### src/rtl/nib_bitop_pkg.sv
package nib_bitop_pkg;
  localparam int unsigned PFX_W = 6;
  localparam int unsigned FN_W  = 4;

  localparam logic [PFX_W-1:0] PFX_BITOP = '1;
  localparam logic [FN_W-1:0]  FN_SHR    = 4'b0000;
  localparam logic [FN_W-1:0]  FN_ROR    = 4'b0001;
  localparam logic [FN_W-1:0]  FN_MIR    = 4'b0110;
  localparam logic [FN_W-1:0]  FN_NOP    = 4'b1111;

  typedef enum logic [1:0] {
    K_NONE = 2'd0,
    K_SHR  = 2'd1,
    K_ROR  = 2'd2,
    K_MIR  = 2'd3
  } op_kind_e;
endpackage

### src/rtl/nib_bitop_dec.sv
module nib_bitop_dec
  import nib_bitop_pkg::*;
(
  input  logic             valid_i,
  input  logic [PFX_W-1:0] prefix_i,
  input  logic [FN_W-1:0]  func_i,
  output op_kind_e         kind_o
);
  always_comb begin
    kind_o = K_NONE;
    if (valid_i && prefix_i == PFX_BITOP) begin
      unique case (func_i)
        FN_SHR:  kind_o = K_SHR;
        FN_ROR:  kind_o = K_ROR;
        FN_MIR:  kind_o = K_MIR;
        default: kind_o = K_NONE; // no-op and unknown codes
      endcase
    end
  end
endmodule

### src/rtl/nib_bitop_alu.sv
module nib_bitop_alu
  import nib_bitop_pkg::*;
#(
  parameter int unsigned NIB_W = 4
) (
  input  op_kind_e         kind_i,
  input  logic [NIB_W-1:0] data_i,
  input  logic             carry_i,
  output logic [NIB_W-1:0] data_o,
  output logic             carry_o,
  output logic             wr_o
);
  localparam int unsigned MSB = NIB_W - 1;

  logic [NIB_W-1:0] mirror;

  for (genvar g = 0; g < NIB_W; g++) begin : g_mir
    assign mirror[g] = data_i[MSB-g];
  end

  always_comb begin
    data_o  = data_i;
    carry_o = carry_i;
    wr_o    = 1'b0;
    unique case (kind_i)
      K_SHR: begin
        data_o  = {1'b0, data_i[MSB:1]};
        carry_o = data_i[0];
        wr_o    = 1'b1;
      end
      K_ROR: begin
        data_o  = {carry_i, data_i[MSB:1]};
        carry_o = data_i[0];
        wr_o    = 1'b1;
      end
      K_MIR: begin
        data_o  = mirror;
        wr_o    = 1'b1;
      end
      default: ;
    endcase
  end
endmodule

### src/rtl/nib_bitop_unit.sv
module nib_bitop_unit
  import nib_bitop_pkg::*;
#(
  parameter int unsigned NIB_W  = 4,
  parameter int unsigned ADDR_W = 4
) (
  input  logic              clk_i,
  input  logic              rst_ni,
  input  logic              valid_i,
  input  logic [PFX_W-1:0]  prefix_i,
  input  logic [FN_W-1:0]   func_i,
  input  logic [ADDR_W-1:0] row_i,
  input  logic [ADDR_W-1:0] col_i,
  input  logic [NIB_W-1:0]  rd_data_i,
  input  logic              carry_i,
  output logic              wr_en_o,
  output logic [ADDR_W-1:0] wr_row_o,
  output logic [ADDR_W-1:0] wr_col_o,
  output logic [NIB_W-1:0]  wr_data_o,
  output logic              carry_o
);
  localparam int unsigned MSB = NIB_W - 1;

  op_kind_e         kind;
  logic [NIB_W-1:0] res_d;
  logic             cy_d;
  logic             wr_d;

  nib_bitop_dec u_dec (
    .valid_i  (valid_i),
    .prefix_i (prefix_i),
    .func_i   (func_i),
    .kind_o   (kind)
  );

  nib_bitop_alu #(.NIB_W(NIB_W)) u_alu (
    .kind_i  (kind),
    .data_i  (rd_data_i),
    .carry_i (carry_i),
    .data_o  (res_d),
    .carry_o (cy_d),
    .wr_o    (wr_d)
  );

  always_ff @(posedge clk_i or negedge rst_ni) begin
    if (!rst_ni) begin
      wr_en_o   <= 1'b0;
      wr_row_o  <= '0;
      wr_col_o  <= '0;
      wr_data_o <= '0;
      carry_o   <= 1'b0;
    end else begin
      wr_en_o   <= wr_d;
      wr_row_o  <= row_i;
      wr_col_o  <= col_i;
      wr_data_o <= res_d;
      carry_o   <= cy_d;
    end
  end

  AST_WR_NEEDS_PFX: assert property (@(posedge clk_i) disable iff (!rst_ni)
    wr_en_o |-> $past(valid_i && prefix_i == PFX_BITOP));
  AST_NOP_NO_WR: assert property (@(posedge clk_i) disable iff (!rst_ni)
    (valid_i && func_i == FN_NOP) |=> !wr_en_o);
  AST_ADDR_ECHO: assert property (@(posedge clk_i) disable iff (!rst_ni)
    wr_en_o |-> (wr_row_o == $past(row_i) && wr_col_o == $past(col_i)));
  AST_SHR_FILL: assert property (@(posedge clk_i) disable iff (!rst_ni)
    (valid_i && prefix_i == PFX_BITOP && func_i == FN_SHR)
      |=> (wr_data_o[MSB] == 1'b0 && carry_o == $past(rd_data_i[0])));
  AST_ROR_FILL: assert property (@(posedge clk_i) disable iff (!rst_ni)
    (valid_i && prefix_i == PFX_BITOP && func_i == FN_ROR)
      |=> (wr_data_o[MSB] == $past(carry_i) && carry_o == $past(rd_data_i[0])));
  AST_MIR_CY_KEEP: assert property (@(posedge clk_i) disable iff (!rst_ni)
    (valid_i && prefix_i == PFX_BITOP && func_i == FN_MIR) |=> carry_o == $past(carry_i));
  AST_IDLE_CY_KEEP: assert property (@(posedge clk_i) disable iff (!rst_ni)
    !valid_i |=> (carry_o == $past(carry_i) && !wr_en_o));
endmodule

### config.mk
export PLATFORM = sky130hd
export DESIGN_NAME = nib_bitop_unit
export DESIGN_NICKNAME = d
export VERILOG_FILES = /design/src/rtl/nib_bitop_pkg.sv /design/src/rtl/nib_bitop_dec.sv /design/src/rtl/nib_bitop_alu.sv /design/src/rtl/nib_bitop_unit.sv
export SDC_FILE = /design/constraint.sdc
export NUM_CORES = 1
export LEC_CHECK = 0
export ABC_AREA = 1
export BUFFER_PORTS_ARGS = -buffer_cell sky130_fd_sc_hd__buf_2
export CAP_MARGIN = 25
export CORE_AREA = 2 2 44 46
export CTS_BUF_LIST = sky130_fd_sc_hd__clkbuf_2 sky130_fd_sc_hd__clkbuf_4 sky130_fd_sc_hd__clkbuf_8
export DETAILED_ROUTE_END_ITERATION = 8
export DIE_AREA = 0 0 46 48
export PLACE_DENSITY = 0.71
export SETUP_SLACK_MARGIN = 0.5
export SLEW_MARGIN = 20
export SYNTH_ARGS = -nofsm -noshare
export SYNTH_HDL_FRONTEND = slang
export SYNTH_SLANG_ARGS = --single-unit
### constraint.sdc
create_clock -name clk_i -period 0.8 [get_ports clk_i]
set_input_delay 0.12 -clock clk_i [delete_from_list [all_inputs] [get_ports clk_i]]
set_output_delay 0.12 -clock clk_i [all_outputs]
set_load 0.005 [all_outputs]
==> Word level (Yosys, flattened, before mapping) <==
Index checks and enable logic that the tools add are counted.
{ "classes": {"bitwise": 0, "magnitude_cmp": 0, "shifts": 0, "div": 0, "reduce_logical": 4, "n_mul": 0, "n_addsub": 0, "eq_ne": 6, "muxes": 5} }
{ "op_table": {"columns": ["op", "count"], "rows": [
  ["case mux 4 bit (3 select lines)", 1],
  ["== test 6 bit (second input constant)", 1],
  ["case mux 2 bit (3 select lines)", 1],
  ["== test 2 bit (second input constant)", 2],
  ["== test 4 x 1 -> 1 bit (second input constant)", 1],
  ["== test 4 x 3 -> 1 bit (second input constant)", 1],
  ["logical NOT 4 bit", 1],
  ["OR reduction 3 bit", 1],
  ["== test 2 x 1 -> 1 bit (second input constant)", 1],
  ["two-way mux 1 bit", 2],
  ["two-way mux 2 bit", 1],
  ["OR reduction 2 bit", 1],
  ["logical AND 1 bit", 1]
]} }
{ "totals": {"latchBits": 0, "rom_bits": 0, "input_bits": 26, "word_cells": 20, "ramBits": 0, "out_inout_bits": 14, "ff_bits": 14, "mem_count": 0} }

==> Logic depth before layout (Yosys ltp) <==
Gate-level depths: netlist of run 1.
{ "depth": {"word_depth": 6, "depth_mapped": 9, "ltp_nobuf": 9} }

==> Hierarchy <==
Synthesis of run 1 repeated with hierarchy kept, for this count alone.
{ "hier_totals": {"cells_unflattened": 66, "area_unflattened_um2": 598.1} }
{ "by_module_without_submodules": {"columns": ["mod", "area_per_inst_um2", "cells_each", "seq_area_each_um2", "n_inst"], "rows": [
  ["nib_bitop_unit", 350.3, 14, 350.3, 1],
  ["nib_bitop_alu", 173.9, 34, 0.0, 1],
  ["nib_bitop_dec", 73.8, 18, 0.0, 1]
]} }

==> Worst setup path before layout of run 1 <==
No wires, ideal clock.
{ "synth_path": {"path_type": "input to register", "from": "in func_i[0]", "to": "reg carry_o", "n_path_buf": 0, "stages": 6, "path_slack_ns": -0.377, "required_ns": 0.675, "setup_ns": 0.125, "arrival_ns": 1.052, "path_cell_list": "nor2_2 -> nand3_2 -> nand2_1 -> nand2_1 -> ha_1 -> mux2_2"} }
{ "synth_via": {"elab_chain_len": 6, "elab_cells_between_ends": 9, "classes_between": "4 x eq/ne; 3 x mux; 2 x reduce/logical"} }
{ "synth_lines": {"columns": ["element", "line_no", "rtl"], "rows": [
  ["start: declaration", "nib_bitop_unit.sv:11", "input logic [FN_W-1:0] func_i,"],
  ["== test 4 x 3 -> 1 bit (tied with other cells)", "nib_bitop_dec.sv:12", "unique case (func_i)"],
  ["case mux 2 bit (3 select lines) *", "nib_bitop_dec.sv:12", null],
  ["two-way mux 2 bit *", "nib_bitop_dec.sv:11", "if (valid_i && prefix_i == PFX_BITOP) begin"],
  ["== test 2 x 1 -> 1 bit / == test 2 bit (equally long branches)", "nib_bitop_alu.sv:25", "unique case (kind_i)"],
  ["OR reduction 2 bit (no source line) *", null, null],
  ["two-way mux 1 bit *", "nib_bitop_alu.sv:25", null],
  ["net cy_d", "nib_bitop_unit.sv:26", "logic cy_d;"],
  ["end signal: assignment", "nib_bitop_unit.sv:57", "carry_o <= cy_d;"],
  ["end: declaration", "nib_bitop_unit.sv:20", "output logic carry_o"]
]} }
The timed path passes the listed nets; every way through them passes the cells marked *.

==> Worst setup path after layout of run 1 <==
Ends and elaborated chain as after synthesis.

==> flow_metrics.env, run 1 <==
export IMPL_status="finished with violations"
export IMPL_violations="hold timing, setup timing"
export IMPL_drt_iter0_markers=6
export IMPL_cp_start_kind="input port"
export IMPL_p_leak_nw=0.545
export IMPL_synth_nets=90
export IMPL_yosys_register_bits=14
export IMPL_ir_worst_vdd_mv=0.543
export IMPL_synth_cells=59
export IMPL_stdcell_count=122
export IMPL_post_place_cells=118
export IMPL_cpMaxStageDelayCell="mux2_4"
export IMPL_hold_viol_final=22
export IMPL_core_um2=1690
export IMPL_dieWidth_um=46
export IMPL_whs_ns=-0.284
export IMPL_grt_overflow=0
export IMPL_antenna_found_initial=0
export IMPL_die_area_um2=2210
export IMPL_cts_tree="built"
export IMPL_critPathKind="in2reg"
export IMPL_crit_family="multiplexers"
export IMPL_finalSetupViolCount=19
export IMPL_drive_above_1_share=0.667
export IMPL_fp_row_count=15
export IMPL_htreeDepth=1
export IMPL_globalplace_congestion=0.807
export IMPL_worstSetupEndpointType="flop"
export IMPL_placement_io_buffers=39
export IMPL_fmax_mhz=982
export IMPL_grt_max_degree=15
export IMPL_synth_warnings=0
export IMPL_synth_area_leaders="dfrtp_1 (59%), ha_1 (11%), nand2_1 (8.2%)"
export IMPL_synth_ff_type="dfrtp_1"
export IMPL_critPathArrivalTime_ns=1.18
export IMPL_cts_buffers=3
export IMPL_ios=40
export IMPL_synth_distinct_cells=11
export IMPL_synth_most_common_cell="dfrtp_1"
export IMPL_track_usage=0.139
export IMPL_layout_setup_ws_ns=-0.218
export IMPL_cts_sinks=14
export IMPL_die_y_um=48
export IMPL_n_antenna_cell=0
export IMPL_synth_edff_count=0
export IMPL_fillers=145
export IMPL_hold_class="in2async"
export IMPL_area_growth_pct=72.2
export IMPL_grt_pass1_wl_um=2120
export IMPL_tns_ns=-1.77
export IMPL_maxCapViolCount=0
export IMPL_final_util=0.606
export IMPL_path_cells="buf_6 -> nor2_4 -> nand3_4 -> a21oi_4 -> ha_4 -> mux2_4"
export IMPL_cts_max_path_buffers=2
export IMPL_drtAntennaViolNets=0
export IMPL_synth_seq_area_share=0.589
export IMPL_start_util=0.352
export IMPL_slew_violations=0
export IMPL_critPathBufInv=1
export IMPL_yosysTopAreaCell="dfrtp_1"
export IMPL_fin_crit_sh=1.27
export IMPL_async_flop_share=1.00
export IMPL_cp_max_fo=4
export IMPL_worstMarginPinSlew_ns=0.290
export IMPL_syn_area_um2=594
export IMPL_dr_total_vias=580
export IMPL_drc=0
export IMPL_syn_area_per_cell_um2=10.1
export IMPL_clk_pin_slew_ns=0.08
export IMPL_synth_commonest_cells="dfrtp_1 (14), nand2_1 (13), a21oi_1 (8)"
export IMPL_p_per_area_nw_per_um2=1420
export IMPL_rsz0062_at_grt="true"
export IMPL_yosys_area_top_type_share=0.589
export IMPL_max_slew_margin=0.807
export IMPL_nNetsFinal=137
export IMPL_worst_ep_required_time_ns=0.96
export IMPL_firstDrtPassIters=4
export IMPL_layout_min_cycle_time_ns=1.02
export IMPL_wirelength_um=1370
export IMPL_post_drt_wl_per_cell_um=11.2
export IMPL_max_stage_delay_ns=0.29
export IMPL_place_hpwl_um=1060
export IMPL_post_cts_buffers=0
export IMPL_root_buffer="clkbuf_4"
export IMPL_grt_pass1_vias=561
export IMPL_vias_per_cell=4.75
## layer usage
| layer | global-route usage | wire, um |
|---|---|---|
| met1 | 0.122 | 495 |
| met2 | 0.275 | 727 |
| met3 | 0.0302 | 131 |
| met4 | 0.0971 | 12 |
| met5 | 0 | 0 |
## area by class of cell
class                      instances  area, um^2  share of cell area
clock buffer                       4        36.3              0.0355
inverter                           5        18.8              0.0183
multi-input combinational         40         342               0.334
sequential                        14         350               0.342
tap                               17        21.3              0.0208
timing repair buffer              42         255               0.249
## through the flow
step	hold WS (ns)	power [W]	area (um^2)	setup WS, ns
detailed placement	0.0207	0.000933	883	-0.534
finish	-0.284	0.00145	1020	-0.218
global placement	0.0175	0.000926	883	-0.502
floorplan	-0.176	0.000807	644	-0.346
global route	-0.273	0.00152	1020	-0.242
CTS	-0.278	0.00145	992	-0.194
## registers in the layout, summed over array words and instances, names as in the netlist
signal and flops:
carry_o 1, wr_data_o 4, wr_en_o 1, wr_row_o 4, wr_col_o 4
## how the worst max path moves through the flow
| stage | start | endpoint | slack [ns] | cells after the start |
|---|---|---|---|---|
| after global placement | func_i[0] | carry_o$_DFF_PN0_ | -0.50 | 6 |
| after global routing | func_i[0] | carry_o$_DFF_PN0_ | -0.24 | 7 |
| after floorplan | func_i[0] | carry_o$_DFF_PN0_ | -0.35 | 5 |
| after CTS | func_i[3] | carry_o$_DFF_PN0_ | -0.19 | 6 |
| after detailed placement | func_i[0] | carry_o$_DFF_PN0_ | -0.53 | 6 |
| final | func_i[0] | carry_o$_DFF_PN0_ | -0.22 | 6 |
## logic make-up after synthesis
| kind of cell | count (synthesis) | synth area share |
|---|---|---|
| buffers and inverters | 5 | 0.0316 |
| flip-flops | 14 | 0.589 |
| AND/OR/NAND/NOR | 23 | 0.162 |
| multiplexers | 1 | 0.0189 |
| AO/OA/AOI/OAI | 11 | 0.0926 |
| adder cells (fa/ha/maj) | 5 | 0.105 |
## cells in the final DEF (no fill, tap or decap)
cell / Yosys / layout
a21oi_1: 8 / 6
a21oi_2: 0 / 1
a21oi_4: 0 / 1
buf_2: 0 / 33
buf_4: 0 / 3
buf_6: 0 / 6
clkbuf_4: 0 / 3
clkbuf_8: 0 / 1
dfrtp_1: 14 / 14
ha_2: 0 / 4
ha_4: 0 / 1
inv_1: 5 / 3
inv_2: 0 / 2
mux2_4: 0 / 1
nand2_1: 13 / 5
nand2_2: 0 / 4
nand2_4: 0 / 4
nand3_4: 0 / 1
nor2_1: 7 / 4
nor2_2: 1 / 1
nor2_4: 0 / 3
nor3_2: 0 / 1
o21ai_1: 0 / 3
## timing repair
action / in CTS / in global routing
hold endpoints to repair: 22 / 22
setup endpoints to repair: 20 / 20
pin swaps: 11 / 4
resized for setup: 16 / 11
## power by group
group / internal (W) / switching [W]
Combinational: 0.000113 / 0.0000990
Clock: 0.000276 / 0.000213
Sequential: 0.000740 / 0.00000720
Power figures use the tool's default switching activity.
==> inputs of run 2 (changes only) <==
PLACE_DENSITY = 0.77   (was 0.71)
SKIP_LAST_GASP = 1   (was default)
==> flow_metrics.env, run 2 (same netlist as run 1, synthesis figures left out) <==
export IMPL_n_antenna_cell=0
export IMPL_top_regs="wr_col_o (4), wr_data_o (4), wr_row_o (4)"
export IMPL_slew_violations=0
export IMPL_vias_per_cell=4.79
export IMPL_violations="hold timing, setup timing"
export IMPL_fin_crit_sh=1.27
export IMPL_cp_start_kind="input port"
export IMPL_path_cells="buf_2 -> nand2_1 -> nor2_2 -> nand2_4 -> inv_2 -> nand2_4 -> ha_4 -> mux2_4"
export IMPL_dieWidth_um=46
export IMPL_cts_tree="built"
export IMPL_nNetsFinal=137
export IMPL_cpMaxStageDelayCell="mux2_4"
export IMPL_htreeDepth=1
export IMPL_met1_usage=0.119
export IMPL_drt_iter0_markers=3
export IMPL_rsz0062_at_grt="true"
export IMPL_place_hpwl_um=1100
export IMPL_final_cell_mix="buf_2 (37), dfrtp_1 (14), nand2_1 (6), a21oi_1 (6)"
export IMPL_use_met3=0.0226
export IMPL_p_per_area_nw_per_um2=1440
export IMPL_critPathBufInv=2
export IMPL_critPathMostFrequentCell="nand2_4"
export IMPL_crit_family="simple AND/OR/NAND/NOR gates"
export IMPL_ir_worst_vdd_mv=0.575
export IMPL_fmax_mhz=981
export IMPL_finalSetupViolCount=19
export IMPL_post_drt_wl_per_cell_um=11.5
export IMPL_wirelength_um=1410
export IMPL_die_y_um=48
export IMPL_grt_overflow=0
export IMPL_hold_class="in2async"
export IMPL_max_stage_delay_ns=0.28
export IMPL_use_met2=0.269
export IMPL_globalplace_congestion=0.764
export IMPL_drive_above_1_share=0.648
export IMPL_area_growth_pct=66.7
export IMPL_drtAntennaViolNets=0
export IMPL_grt_pass1_vias=559
export IMPL_p_leak_nw=0.536
export IMPL_status="finished with violations"
export IMPL_post_cts_buffers=0
export IMPL_core_um2=1690
export IMPL_start_util=0.352
export IMPL_place_ws_ns=-0.537
export IMPL_critPathKind="in2reg"
export IMPL_placement_io_buffers=39
export IMPL_fp_row_count=15
export IMPL_layout_min_cycle_time_ns=1.02
export IMPL_cp_max_fo=3
export IMPL_power_w=0.00143
export IMPL_layout_setup_ws_ns=-0.220
export IMPL_hold_viol_final=22
export IMPL_dr_total_vias=584
export IMPL_cts_max_path_buffers=2
export IMPL_maxCapViolCount=0
export IMPL_clk_pin_slew_ns=0.08
export IMPL_grt_max_degree=15
export IMPL_whs_ns=-0.286
export IMPL_max_slew_margin=0.809
export IMPL_final_common_cell="buf_2"
export IMPL_firstDrtPassIters=4
export IMPL_root_buffer="clkbuf_4"
export IMPL_cts_buffers=3
export IMPL_critPathArrivalTime_ns=1.18
export IMPL_antenna_found_initial=0
export IMPL_grt_pass1_wl_um=2080
export IMPL_ios=40
export IMPL_busiest_layer="met2"
export IMPL_drc=0
export IMPL_cts_sinks=14
export IMPL_worst_ep_required_time_ns=0.96
export IMPL_die_area_um2=2210
export IMPL_track_usage=0.133
export IMPL_worstMarginPinSlew_ns=0.287
export IMPL_worstSetupEndpointType="flop"
run 2: cell types whose count changed in the layout (fill, tap and decap cells not counted):
| cell | before | now |
|---|---|---|
| buf_2 | 33 | 37 |
| buf_6 | 6 | 2 |
| nand2_1 | 5 | 6 |
| nand2_2 | 4 | 3 |
| nor3_1 | 0 | 1 |
| nor3_2 | 1 | 0 |
| o21ai_0 | 0 | 1 |
| o21ai_1 | 3 | 2 |
run 2: final cells by class:
type                    count  area, um^2
flip-flops and latches     14         350
well taps                  17        21.3
repair buffers             42         230
clock buffers               4        36.3
inverters                   5        18.8
multi-input cells          40         334
fillers                   149         698
run 2: per-stage QoR:
step / hold slack (ns) / TNS, ns / utilization / instances / area (um^2)
2_1_floorplan: -0.176 / -1.31 / - / 59 / 644
6_report: -0.286 / -1.77 / 0.587 / 122 / 991
3_3_place_gp: 0.0148 / -2.53 / 0.523 / 118 / 883
3_5_place_dp: 0.0223 / -2.67 / 0.523 / 118 / 883
4_1_cts: -0.284 / -1.97 / 0.570 / 122 / 962
5_1_grt: -0.277 / -2.64 / 0.587 / 122 / 991
run 2: how the worst max path moves through the flow:
stage | startpoint | endpoint | slack [ns] | cells after the start
6_report | prefix_i[4] | carry_o$_DFF_PN0_ | -0.22 | 8
5_1_grt | valid_i | carry_o$_DFF_PN0_ | -0.24 | 8
3_5_place_dp | func_i[0] | carry_o$_DFF_PN0_ | -0.54 | 6
3_3_place_gp | func_i[0] | carry_o$_DFF_PN0_ | -0.50 | 6
2_1_floorplan | func_i[0] | carry_o$_DFF_PN0_ | -0.35 | 5
4_1_cts | func_i[3] | carry_o$_DFF_PN0_ | -0.20 | 6
run 2: per-layer routing:
metal  wire, um  share of wire
met1        456           0.32
met2        762           0.54
met3        178           0.13
met4          8         0.0057
met5          0              0
run 2: what timing repair did:
| item | in CTS | in global routing |
|---|---|---|
| endpoints found under the setup margin | 20 | 20 |
| hold endpoints to repair | 22 | 22 |
| pin swaps | 6 | 4 |
| resized for setup | 9 | 11 |
run 2: report_power, final:
group	internal [W]	switching, W	total [W]
Clock	0.000277	0.000209	0.000486
Sequential	0.000740	0.00000711	0.000747
Combinational	0.000100	0.0000975	0.000198
Total	0.00112	0.000314	0.00143
